===== src/rtl/pix_stamp_pkg.sv =====
package pix_stamp_pkg;
  localparam int TS_W_DEF  = 14;
  localparam int DEPTH_DEF = 2;

  function automatic int cnt_bits(input int depth);
    return $clog2(depth + 1);
  endfunction

  function automatic int idx_bits(input int depth);
    return (depth > 1) ? $clog2(depth) : 1;
  endfunction
endpackage


===== src/rtl/pix_fire_edge.sv =====
module pix_fire_edge (
  input  logic clk,
  input  logic rst,
  input  logic fire_i,
  output logic rise_o
);
  logic fire_q;

  always_ff @(posedge clk) begin
    if (rst) fire_q <= 1'b0;
    else     fire_q <= fire_i;
  end

  assign rise_o = fire_i & ~fire_q;

  // a level held high cannot produce two edges in a row
  a_r3_single_rise: assert property (@(posedge clk) disable iff (rst)
    rise_o |=> !rise_o);
endmodule


===== src/rtl/pix_write_ctrl.sv =====
module pix_write_ctrl
  import pix_stamp_pkg::*;
#(
  parameter int DEPTH = DEPTH_DEF,
  localparam int CNT_W = cnt_bits(DEPTH),
  localparam int IDX_W = idx_bits(DEPTH)
) (
  input  logic             clk,
  input  logic             rst,
  input  logic             train_i,
  input  logic             rise_i,
  input  logic             rd_done_i,
  output logic             wr_en_o,
  output logic [IDX_W-1:0] wr_idx_o,
  output logic [CNT_W-1:0] cnt_o,
  output logic             ovf_o,
  output logic             mem_en_o
);
  logic [CNT_W-1:0] ptr_q;
  logic             ovf_q;
  logic             men_q;
  logic             full;
  logic             clear;
  logic             drop;

  assign full     = (ptr_q == CNT_W'(DEPTH));
  assign wr_en_o  = train_i & rise_i & ~full;
  assign drop     = train_i & rise_i & full;
  assign clear    = rd_done_i & ~train_i;
  assign wr_idx_o = IDX_W'(ptr_q);

  always_ff @(posedge clk) begin
    if (rst || clear) begin
      ptr_q <= '0;
      ovf_q <= 1'b0;
      men_q <= 1'b0;
    end else begin
      if (wr_en_o) begin
        ptr_q <= ptr_q + CNT_W'(1);
        men_q <= 1'b1;
      end
      if (drop) ovf_q <= 1'b1;
    end
  end

  assign cnt_o    = ptr_q;
  assign ovf_o    = ovf_q;
  assign mem_en_o = men_q;

  // pointer never passes the log depth
  a_r4_ptr_bound: assert property (@(posedge clk) disable iff (rst)
    ptr_q <= CNT_W'(DEPTH));
  // overflow only once the log is full
  a_r4_ovf_full: assert property (@(posedge clk) disable iff (rst)
    ovf_q |-> full);
  // storage enabled exactly while data is held
  a_r9_mem_en: assert property (@(posedge clk) disable iff (rst)
    men_q == (ptr_q != '0));
  // read-done between trains empties the log
  a_r8_clear: assert property (@(posedge clk) disable iff (rst)
    (rd_done_i && !train_i) |=> (ptr_q == '0 && !ovf_q));
  // outside a train and without read-done the pointer holds
  a_r11_hold: assert property (@(posedge clk) disable iff (rst)
    (!train_i && !rd_done_i) |=> $stable(ptr_q));
endmodule


===== src/rtl/pix_hit_mem.sv =====
module pix_hit_mem
  import pix_stamp_pkg::*;
#(
  parameter int TS_W  = TS_W_DEF,
  parameter int DEPTH = DEPTH_DEF,
  localparam int IDX_W = idx_bits(DEPTH)
) (
  input  logic                  clk,
  input  logic                  rst,
  input  logic                  we_i,
  input  logic [IDX_W-1:0]      waddr_i,
  input  logic [TS_W-1:0]       wdata_i,
  output logic [DEPTH*TS_W-1:0] cells_o
);
  logic [TS_W-1:0] mem_q [DEPTH];

  always_ff @(posedge clk) begin
    if (we_i) mem_q[waddr_i] <= wdata_i;
  end

  for (genvar g = 0; g < DEPTH; g++) begin : g_cell
    assign cells_o[g*TS_W +: TS_W] = mem_q[g];
  end

  // the reserved zero timestamp is never written
  a_r2_ts_nonzero: assert property (@(posedge clk) disable iff (rst)
    we_i |-> (wdata_i != '0));
endmodule


===== src/rtl/pix_readout.sv =====
module pix_readout
  import pix_stamp_pkg::*;
#(
  parameter int TS_W  = TS_W_DEF,
  parameter int DEPTH = DEPTH_DEF,
  localparam int CNT_W = cnt_bits(DEPTH)
) (
  input  logic                  clk,
  input  logic                  rst,
  input  logic                  train_i,
  input  logic [CNT_W-1:0]      cnt_i,
  input  logic                  ovf_i,
  input  logic [DEPTH*TS_W-1:0] cells_i,
  output logic                  empty_o,
  output logic [CNT_W-1:0]      cnt_o,
  output logic [DEPTH*TS_W-1:0] entries_o,
  output logic                  ovf_o
);
  always_ff @(posedge clk) begin
    if (rst) begin
      empty_o <= 1'b1;
      cnt_o   <= '0;
      ovf_o   <= 1'b0;
    end else begin
      empty_o <= ~train_i & (cnt_i == '0);
      cnt_o   <= train_i ? '0 : cnt_i;
      ovf_o   <= ~train_i & ovf_i;
    end
  end

  for (genvar g = 0; g < DEPTH; g++) begin : g_ent
    always_ff @(posedge clk) begin
      if (rst) entries_o[g*TS_W +: TS_W] <= '0;
      else if (!train_i && (CNT_W'(g) < cnt_i))
        entries_o[g*TS_W +: TS_W] <= cells_i[g*TS_W +: TS_W];
      else
        entries_o[g*TS_W +: TS_W] <= '0;
    end
  end

  // port is quiet during a train
  a_r6_quiet: assert property (@(posedge clk) disable iff (rst)
    $past(train_i) |-> (!empty_o && cnt_o == '0 && !ovf_o && entries_o == '0));
  // an empty pixel shows no timestamps
  a_r5_empty_zero: assert property (@(posedge clk) disable iff (rst)
    empty_o |-> (entries_o == '0 && cnt_o == '0));
endmodule


===== src/rtl/hit_stamp_pixel.sv =====
module hit_stamp_pixel
  import pix_stamp_pkg::*;
#(
  parameter int TS_W  = TS_W_DEF,
  parameter int DEPTH = DEPTH_DEF,
  localparam int CNT_W = cnt_bits(DEPTH),
  localparam int IDX_W = idx_bits(DEPTH)
) (
  input  logic                  clk,
  input  logic                  rst,
  input  logic [TS_W-1:0]       ts_bus_i,
  input  logic                  fire_i,
  input  logic                  train_i,
  input  logic                  rd_done_i,
  output logic                  empty_o,
  output logic [CNT_W-1:0]      hit_cnt_o,
  output logic [DEPTH*TS_W-1:0] entries_o,
  output logic                  ovf_o,
  output logic                  mem_en_o
);
  logic                  rise;
  logic                  wr_en;
  logic [IDX_W-1:0]      wr_idx;
  logic [CNT_W-1:0]      cnt;
  logic                  ovf;
  logic [DEPTH*TS_W-1:0] cells;

  pix_fire_edge i_edge (
    .clk(clk), .rst(rst), .fire_i(fire_i), .rise_o(rise)
  );

  pix_write_ctrl #(.DEPTH(DEPTH)) i_ctrl (
    .clk(clk), .rst(rst), .train_i(train_i), .rise_i(rise),
    .rd_done_i(rd_done_i), .wr_en_o(wr_en), .wr_idx_o(wr_idx),
    .cnt_o(cnt), .ovf_o(ovf), .mem_en_o(mem_en_o)
  );

  pix_hit_mem #(.TS_W(TS_W), .DEPTH(DEPTH)) i_mem (
    .clk(clk), .rst(rst), .we_i(wr_en), .waddr_i(wr_idx),
    .wdata_i(ts_bus_i), .cells_o(cells)
  );

  pix_readout #(.TS_W(TS_W), .DEPTH(DEPTH)) i_rd (
    .clk(clk), .rst(rst), .train_i(train_i), .cnt_i(cnt), .ovf_i(ovf),
    .cells_i(cells), .empty_o(empty_o), .cnt_o(hit_cnt_o),
    .entries_o(entries_o), .ovf_o(ovf_o)
  );
endmodule


===== config.mk =====
export PLATFORM = sky130hd
export DESIGN_NAME = hit_stamp_pixel
export DESIGN_NICKNAME = d
export VERILOG_FILES = /design/src/rtl/pix_stamp_pkg.sv /design/src/rtl/pix_fire_edge.sv /design/src/rtl/pix_write_ctrl.sv /design/src/rtl/pix_hit_mem.sv /design/src/rtl/pix_readout.sv /design/src/rtl/hit_stamp_pixel.sv
export SDC_FILE = /design/constraint.sdc
export NUM_CORES = 1
export LEC_CHECK = 0
export ABC_AREA = 1
export CORE_MARGIN = 8
export CORE_UTILIZATION = 40
export CTS_CLUSTER_SIZE = 24
export DETAILED_ROUTE_END_ITERATION = 6
export PLACE_DENSITY = 0.77
export SKIP_LAST_GASP = 1
export SLEW_MARGIN = 20
export SYNTH_ARGS = -nofsm -noshare
export SYNTH_HDL_FRONTEND = slang
export SYNTH_HIERARCHICAL = 1
export SYNTH_SLANG_ARGS = --single-unit

===== constraint.sdc =====
create_clock -name clk -period 2.7 [get_ports clk]
set_input_delay 0.405 -clock clk [delete_from_list [all_inputs] [get_ports clk]]
set_output_delay 0.405 -clock clk [all_outputs]
set_load 0.05 [all_outputs]

==> results_dict.tcl, run 1 <==
set metrics [dict create \
    status "completed" \
    coreArea_sq_um 4980 \
    yosysTopAreaCellShare_pct 41.7 \
    dr_total_vias 1178 \
    gr-max-usage-layer "met2" \
    grt_usage_pct 10.6 \
    async_flop_share_pct 0 \
    start_util_pct 40.5 \
    irDropWorstVdd_v 0.000312 \
    fillerInstances 418 \
    drc 0 \
    gp_congestion 0.799 \
    avgRoutedWirePerCell_microns 11.9 \
    synthFlopType "dfxtp_1" \
    path_delay_family "buffers and inverters" \
    power_density_nw_per_um2 705 \
    cts.sinks 65 \
    ioPinCount 52 \
    synth_cell_types 15 \
    finalSetupTns_ns 0 \
    setup_viol 0 \
    globalRouteMet1Util_pct 8.41 \
    n_antenna_cell 0 \
    numCtsBuffers 9 \
    overflow 0 \
    critical_path.max_stage_delay_ns 0.46 \
    netlist_top_cells_count "inv_1, dfxtp_1, nor2_1" \
    path_cells "clkdlybuf4s50_1, inv_1, nor2_1, nand2_1, nor2_2, nand2_1, inv_1" \
    synthTopCellsByArea "edfxtp_1, dfxtp_1, inv_1, nor2_1, nand2_1" \
    ys_seq_area_share_pct 78.4 \
    period_minus_slack_ns 1.91 \
    grt_max_degree 16 \
    met2_usage_pct 19.1 \
    r2r_start "i_ctrl/cnt_o[0]" \
    totalWireLength_mm 3.57 \
    syn_avg_cell_area_sq_um 12.3 \
    synth_largest_area_cell "edfxtp_1" \
    rr_worst_depth 5 \
    drive_gt1_share_pct 9.17 \
    die_h_microns 87.0 \
    clock_latency_ns 0.33 \
    num-nets-final 244 \
    worstHoldEndpoint "i_rd/entries_o[6]" \
    fin_skew_ns 0.00790 \
    hp-class "register to register" \
    first_global_vias 1215 \
    tightestPinTransition_ns 0.537 \
    cts_buffer_depth 2 \
    grt_pass1_wl_mm 5.59 \
    root_buffer "clkbuf_8" \
    clkTransAtPathRegs_ns 0.06 \
    arrival_ns 1.87 \
    startpoint_type "input pin" \
    drt-initial-drc-count 71 \
    cts_setup_buffers 0 \
    critPathMaxFanout 14 \
    port_buffers 51 \
    syn_nets 184 \
    first_pass_iters 4 \
    synth-edff-count 28 \
    r2r-end "i_mem/mem_q[1][5]" \
    die_x_microns 87.0 \
    netlist_instances 164 \
    fmax_mhz 524 \
    rsz0062_at_grt "no" \
    cts-htree-levels 3 \
    utilization_pct 56.1 \
    area_growth_pct 38.4 \
    antenna_found_initial 0 \
    yosysWarnings 6 \
    min_path_cells 2 \
    leakage_nw 1.17 \
    slew_viol_final 0 \
    yosysMostFrequentCell "inv_1" \
    holdBufCountCts 0 \
    syn_area_sq_um 2020 \
    ant_nets 0 \
    reg2reg_slack_ns 0.85 \
    cts_resized 0 \
    vias_per_cell 3.94 \
    slew_headroom_pct 64.1 \
    num_rows 26 \
    finalHoldViolCount 0 \
    critPathBufInv 3 \
    cp.required_ns 2.66 \
    die_area_sq_um 7570 \
    synth_seq_cells 65 \
    finalCritPeriodShare_pct 70.7 \
    min_from "i_mem/mem_q[0][6]" \
    cp_slowest_cell "clkdlybuf4s50_1" \
    dp_hpwl_mm 2.51 \
    maxCapViolations 0 \
    tritoncts "yes" \
    groute.layer.met3.usage_pct 3.77 \
    crit_type "input pin to register" \
    end_kind "register" \
]
[placed cells by master, fill, tap and decap left out]
cell type	netlist	routed
a21oi_2	1	1
buf_4	1	1
bufinv_16	0	1
clkbuf_1	0	2
clkbuf_8	0	11
clkdlybuf4s50_1	0	51
clkinv_2	0	2
dfxtp_1	37	37
edfxtp_1	28	28
ha_1	1	1
inv_1	40	40
nand2_1	7	7
nand2_2	2	2
nand3_1	1	1
nand4_1	2	2
nor2_1	37	37
nor2_2	2	2
nor2_4	1	1
o21a_1	2	2
[worst register-to-register path, delay by kind of cell, from the launching register on]
family | cells | cell delay (ns)
buf+inv | 2 | 0.52
flops | 1 | 0.45
simple gates | 2 | 0.28
fa+ha+maj | 1 | 0.24
[area by class of cell]
cell class | count | area, sq um | area share (%)
clock buffers | 13 | 159 | 5.69
clock inverters | 3 | 40.0 | 1.43
inverters | 40 | 150 | 5.38
multi-input cells | 56 | 255 | 9.14
flip-flops and latches | 65 | 1580 | 56.7
well taps | 70 | 87.6 | 3.14
repair buffers | 52 | 518 | 18.6
[stage by stage]
| step | power, mW | hold slack [ns] | instances | setup slack [ns] | cell area, sq um |
|---|---|---|---|---|---|
| after floorplan | 1.13 | 0.417 | 164 | 1.04 | 2020 |
| after global placement | 1.19 | 0.439 | 283 | 0.545 | 2590 |
| after detailed placement | 1.19 | 0.444 | 283 | 0.459 | 2590 |
| after CTS | 1.99 | 0.464 | 299 | 0.799 | 2790 |
| after global routing | 2.05 | 0.482 | 299 | 0.740 | 2790 |
| final | 1.97 | 0.461 | 299 | 0.792 | 2790 |
[where the power goes]
group	leakage, nW	internal, mW	total, mW	switching (mW)
combinational	0.512	0.0469	0.113	0.0661
clock	0.103	0.474	0.799	0.325
sequential	0.555	1.05	1.06	0.00718
total	1.17	1.57	1.97	0.399
[state kept, by name (all words and copies together) (netlist names)]
register,count
i_ctrl/ovf_o,1
i_ctrl/cnt_o,2
i_mem/mem_q,28
i_rd/ovf_o,1
i_ctrl/mem_en_o,1
i_rd/entries_o,28
i_rd/cnt_o,2
i_edge/fire_q,1
i_rd/empty_o,1
[worst max path at each step]
stage | start | slack [ns] | depth (start not counted) | to
2_1_floorplan | i_ctrl/cnt_o[0] | 1.04 | 5 | i_mem/mem_q[0][0]
3_3_place_gp | fire_i | 0.54 | 7 | i_mem/mem_q[1][9]
3_5_place_dp | fire_i | 0.46 | 7 | i_mem/mem_q[1][12]
4_1_cts | i_ctrl/mem_en_o | 0.80 | 1 | mem_en_o
5_1_grt | fire_i | 0.74 | 7 | i_mem/mem_q[1][5]
6_report | fire_i | 0.79 | 7 | i_mem/mem_q[1][5]
[logic make-up (layout without fill, tap and decap cells)]
family,Yosys count,count (layout),synth area share [%]
AO/OA/AOI/OAI,3,3,1.18
adder cells (fa/ha/maj),1,1,0.620
buffers and inverters,43,108,8.93
flip-flops,65,65,78.4
AND/OR/NAND/NOR,52,52,10.9
[metal layers]
metal / wire length, microns / vias to the layer above / part of all wire (%)
li1: - / 611 / -
met1: 1230 / 519 / 34
met2: 1980 / 37 / 55
met3: 233 / 11 / 6.5
met4: 129 / 0 / 3.6
met5: 0 / - / 0
Note: power is estimated with default switching activity, not from simulation.
==> inputs of run 2 (changes only) <==
==> constraint.sdc (replaced) <==
create_clock -name clk -period 1.9 [get_ports clk]
set_input_delay 0.285 -clock clk [delete_from_list [all_inputs] [get_ports clk]]
set_output_delay 0.285 -clock clk [all_outputs]
set_load 0.05 [all_outputs]
==> results_dict.tcl, run 2 (same netlist as run 1, synthesis figures left out) <==
set metrics [dict create \
    status "completed" \
    dr_total_vias 1219 \
    path_delay_family "buffers and inverters" \
    dp_hpwl_mm 2.56 \
    critPathCapture "mem_en_o" \
    groute.layer.met3.usage_pct 2.92 \
    overflow 0 \
    num_rows 26 \
    vias_per_cell 4.01 \
    cts.sinks 65 \
    drc 0 \
    tightestPinTransition_ns 0.525 \
    period_minus_slack_ns 1.75 \
    avgRoutedWirePerCell_microns 11.9 \
    rsz0062_at_grt "no" \
    drt-initial-drc-count 27 \
    die_x_microns 87.0 \
    gp_congestion 0.757 \
    cts_setup_buffers 0 \
    n_antenna_cell 0 \
    finalHoldViolCount 0 \
    p_total_mw 2.87 \
    holdBufCountCts 0 \
    ant_nets 0 \
    setup_viol 0 \
    finalCritPeriodShare_pct 92.3 \
    r2r_start "i_ctrl/cnt_o[0]" \
    reg2reg_slack_ns 0.38 \
    gr-max-usage-layer "met2" \
    min_path_cells 2 \
    path_cells "clkdlybuf4s50_1" \
    maxCapViolations 0 \
    grt_max_degree 16 \
    critPathLaunch "i_ctrl/mem_en_o" \
    cp_slowest_cell "clkdlybuf4s50_1" \
    top_regs "i_mem/mem_q x28, i_rd/entries_o x28" \
    drive_gt1_share_pct 11.1 \
    area_growth_pct 40.8 \
    die_h_microns 87.0 \
    irDropWorstVdd_v 0.000507 \
    ioPinCount 52 \
    fin_skew_ns 0.00608 \
    grt_usage_pct 10.2 \
    finalSetupTns_ns 0 \
    cts_resized 0 \
    first_global_vias 1167 \
    startpoint_type "register" \
    coreArea_sq_um 4980 \
    met2_usage_pct 18.0 \
    dpl_cell_area_sq_um 2630 \
    arrival_ns 1.47 \
    layout_commonest_cell "clkdlybuf4s50_1" \
    globalRouteMet1Util_pct 9.65 \
    critPathMaxFanout 2 \
    leakage_nw 1.20 \
    numCtsBuffers 9 \
    clock_latency_ns 0.33 \
    fmax_mhz 570 \
    port_buffers 51 \
    critical_path_depth 1 \
    slew_viol_final 0 \
    fillerInstances 411 \
    grt_pass1_wl_mm 5.62 \
    slew_headroom_pct 64.9 \
    root_buffer "clkbuf_8" \
    rr_worst_depth 6 \
    critical_path.max_stage_delay_ns 0.81 \
    cts_buffer_depth 2 \
    final_cell_mix "clkdlybuf4s50_1, inv_1, nor2_1, dfxtp_1, edfxtp_1" \
    num-nets-final 249 \
    die_area_sq_um 7570 \
    cts-htree-levels 3 \
    power_density_nw_per_um2 1010 \
    antenna_found_initial 0 \
    start_util_pct 40.5 \
    totalWireLength_mm 3.61 \
    clkTransAtPathRegs_ns 0.07 \
    stdcell_area_sq_um 2840 \
    crit_type "register to output pin" \
    r2r-end "i_mem/mem_q[0][9]" \
    end_kind "output pin" \
    cp.required_ns 1.62 \
    tritoncts "yes" \
    hp-class "register to register" \
    first_pass_iters 4 \
    critPathBufInv 1 \
]
[run 2: cell types whose count changed in the layout (fill, tap and decap cells not counted)]
cell        previous run  this run
clkinv_1               0         2
buf_4                  1         6
clkbuf_8              11         9
clkbuf_1               2         0
clkinvlp_4             0         1
bufinv_16              1         2
[run 2: area by class of cell]
class	count	area (sq um)	area share (%)
Tap cell	70	87.6	3.09
Clock buffer	9	124	4.36
Timing Repair Buffer	57	556	19.6
Clock inverter	7	85.1	3.00
Sequential cell	65	1580	55.7
Inverter	40	150	5.29
Multi-Input combinational cell	56	255	8.99
[run 2: per-layer routing]
| metal | share of wire [%] | vias to the layer above |
|---|---|---|
| met5 | 0 | - |
| met4 | 2.2 | 0 |
| met3 | 6.5 | 6 |
| met2 | 53 | 44 |
| met1 | 38 | 544 |
| li1 | - | 625 |
[run 2: report_power, final]
group / leakage [nW] / internal, mW / total [mW] / switching, mW
Combinational: 0.539 / 0.0717 / 0.167 / 0.0958
Sequential: 0.555 / 1.49 / 1.50 / 0.0100
Clock: 0.104 / 0.724 / 1.21 / 0.483
[run 2: stage by stage]
stage	util (%)	setup slack (ns)	instances	hold WS (ns)
2_1_floorplan	-	0.240	164	0.357
3_3_place_gp	52.8	0.0817	288	0.437
3_5_place_dp	52.8	-0.00271	288	0.434
4_1_cts	57.0	0.124	304	0.443
5_1_grt	57.0	0.0854	304	0.473
6_report	57.0	0.146	304	0.446
[run 2: worst register-to-register path: cells and delay by family, from the launching register on]
family | cells | cell delay, ns
DFF | 1 | 0.44
buffers and inverters | 3 | 0.32
and+or+nand+nor | 2 | 0.26
adders and majority gates | 1 | 0.22
[run 2: worst min path at each step]
| stage | to | startpoint | slack (ns) |
|---|---|---|---|
| detailed placement | i_rd/ovf_o | i_ctrl/ovf_o | 0.43 |
| finish | i_rd/ovf_o | i_ctrl/ovf_o | 0.45 |
| floorplan | i_rd/ovf_o | rst | 0.36 |
| global route | i_rd/ovf_o | i_ctrl/ovf_o | 0.47 |
| CTS | i_rd/ovf_o | i_ctrl/ovf_o | 0.44 |
| global placement | i_rd/ovf_o | i_ctrl/ovf_o | 0.44 |
==> inputs of run 3 (changes only) <==
--- a/config.mk
+++ b/config.mk
@@ -8,7 +8,7 @@
 export ABC_AREA = 1
 export CORE_MARGIN = 8
 export CORE_UTILIZATION = 40
-export CTS_CLUSTER_SIZE = 24
+export CTS_CLUSTER_SIZE = 30
 export DETAILED_ROUTE_END_ITERATION = 6
 export PLACE_DENSITY = 0.77
 export SKIP_LAST_GASP = 1
==> results of run 3 <==
No change in the layout: final DEF, timing and power equal those of run 2.
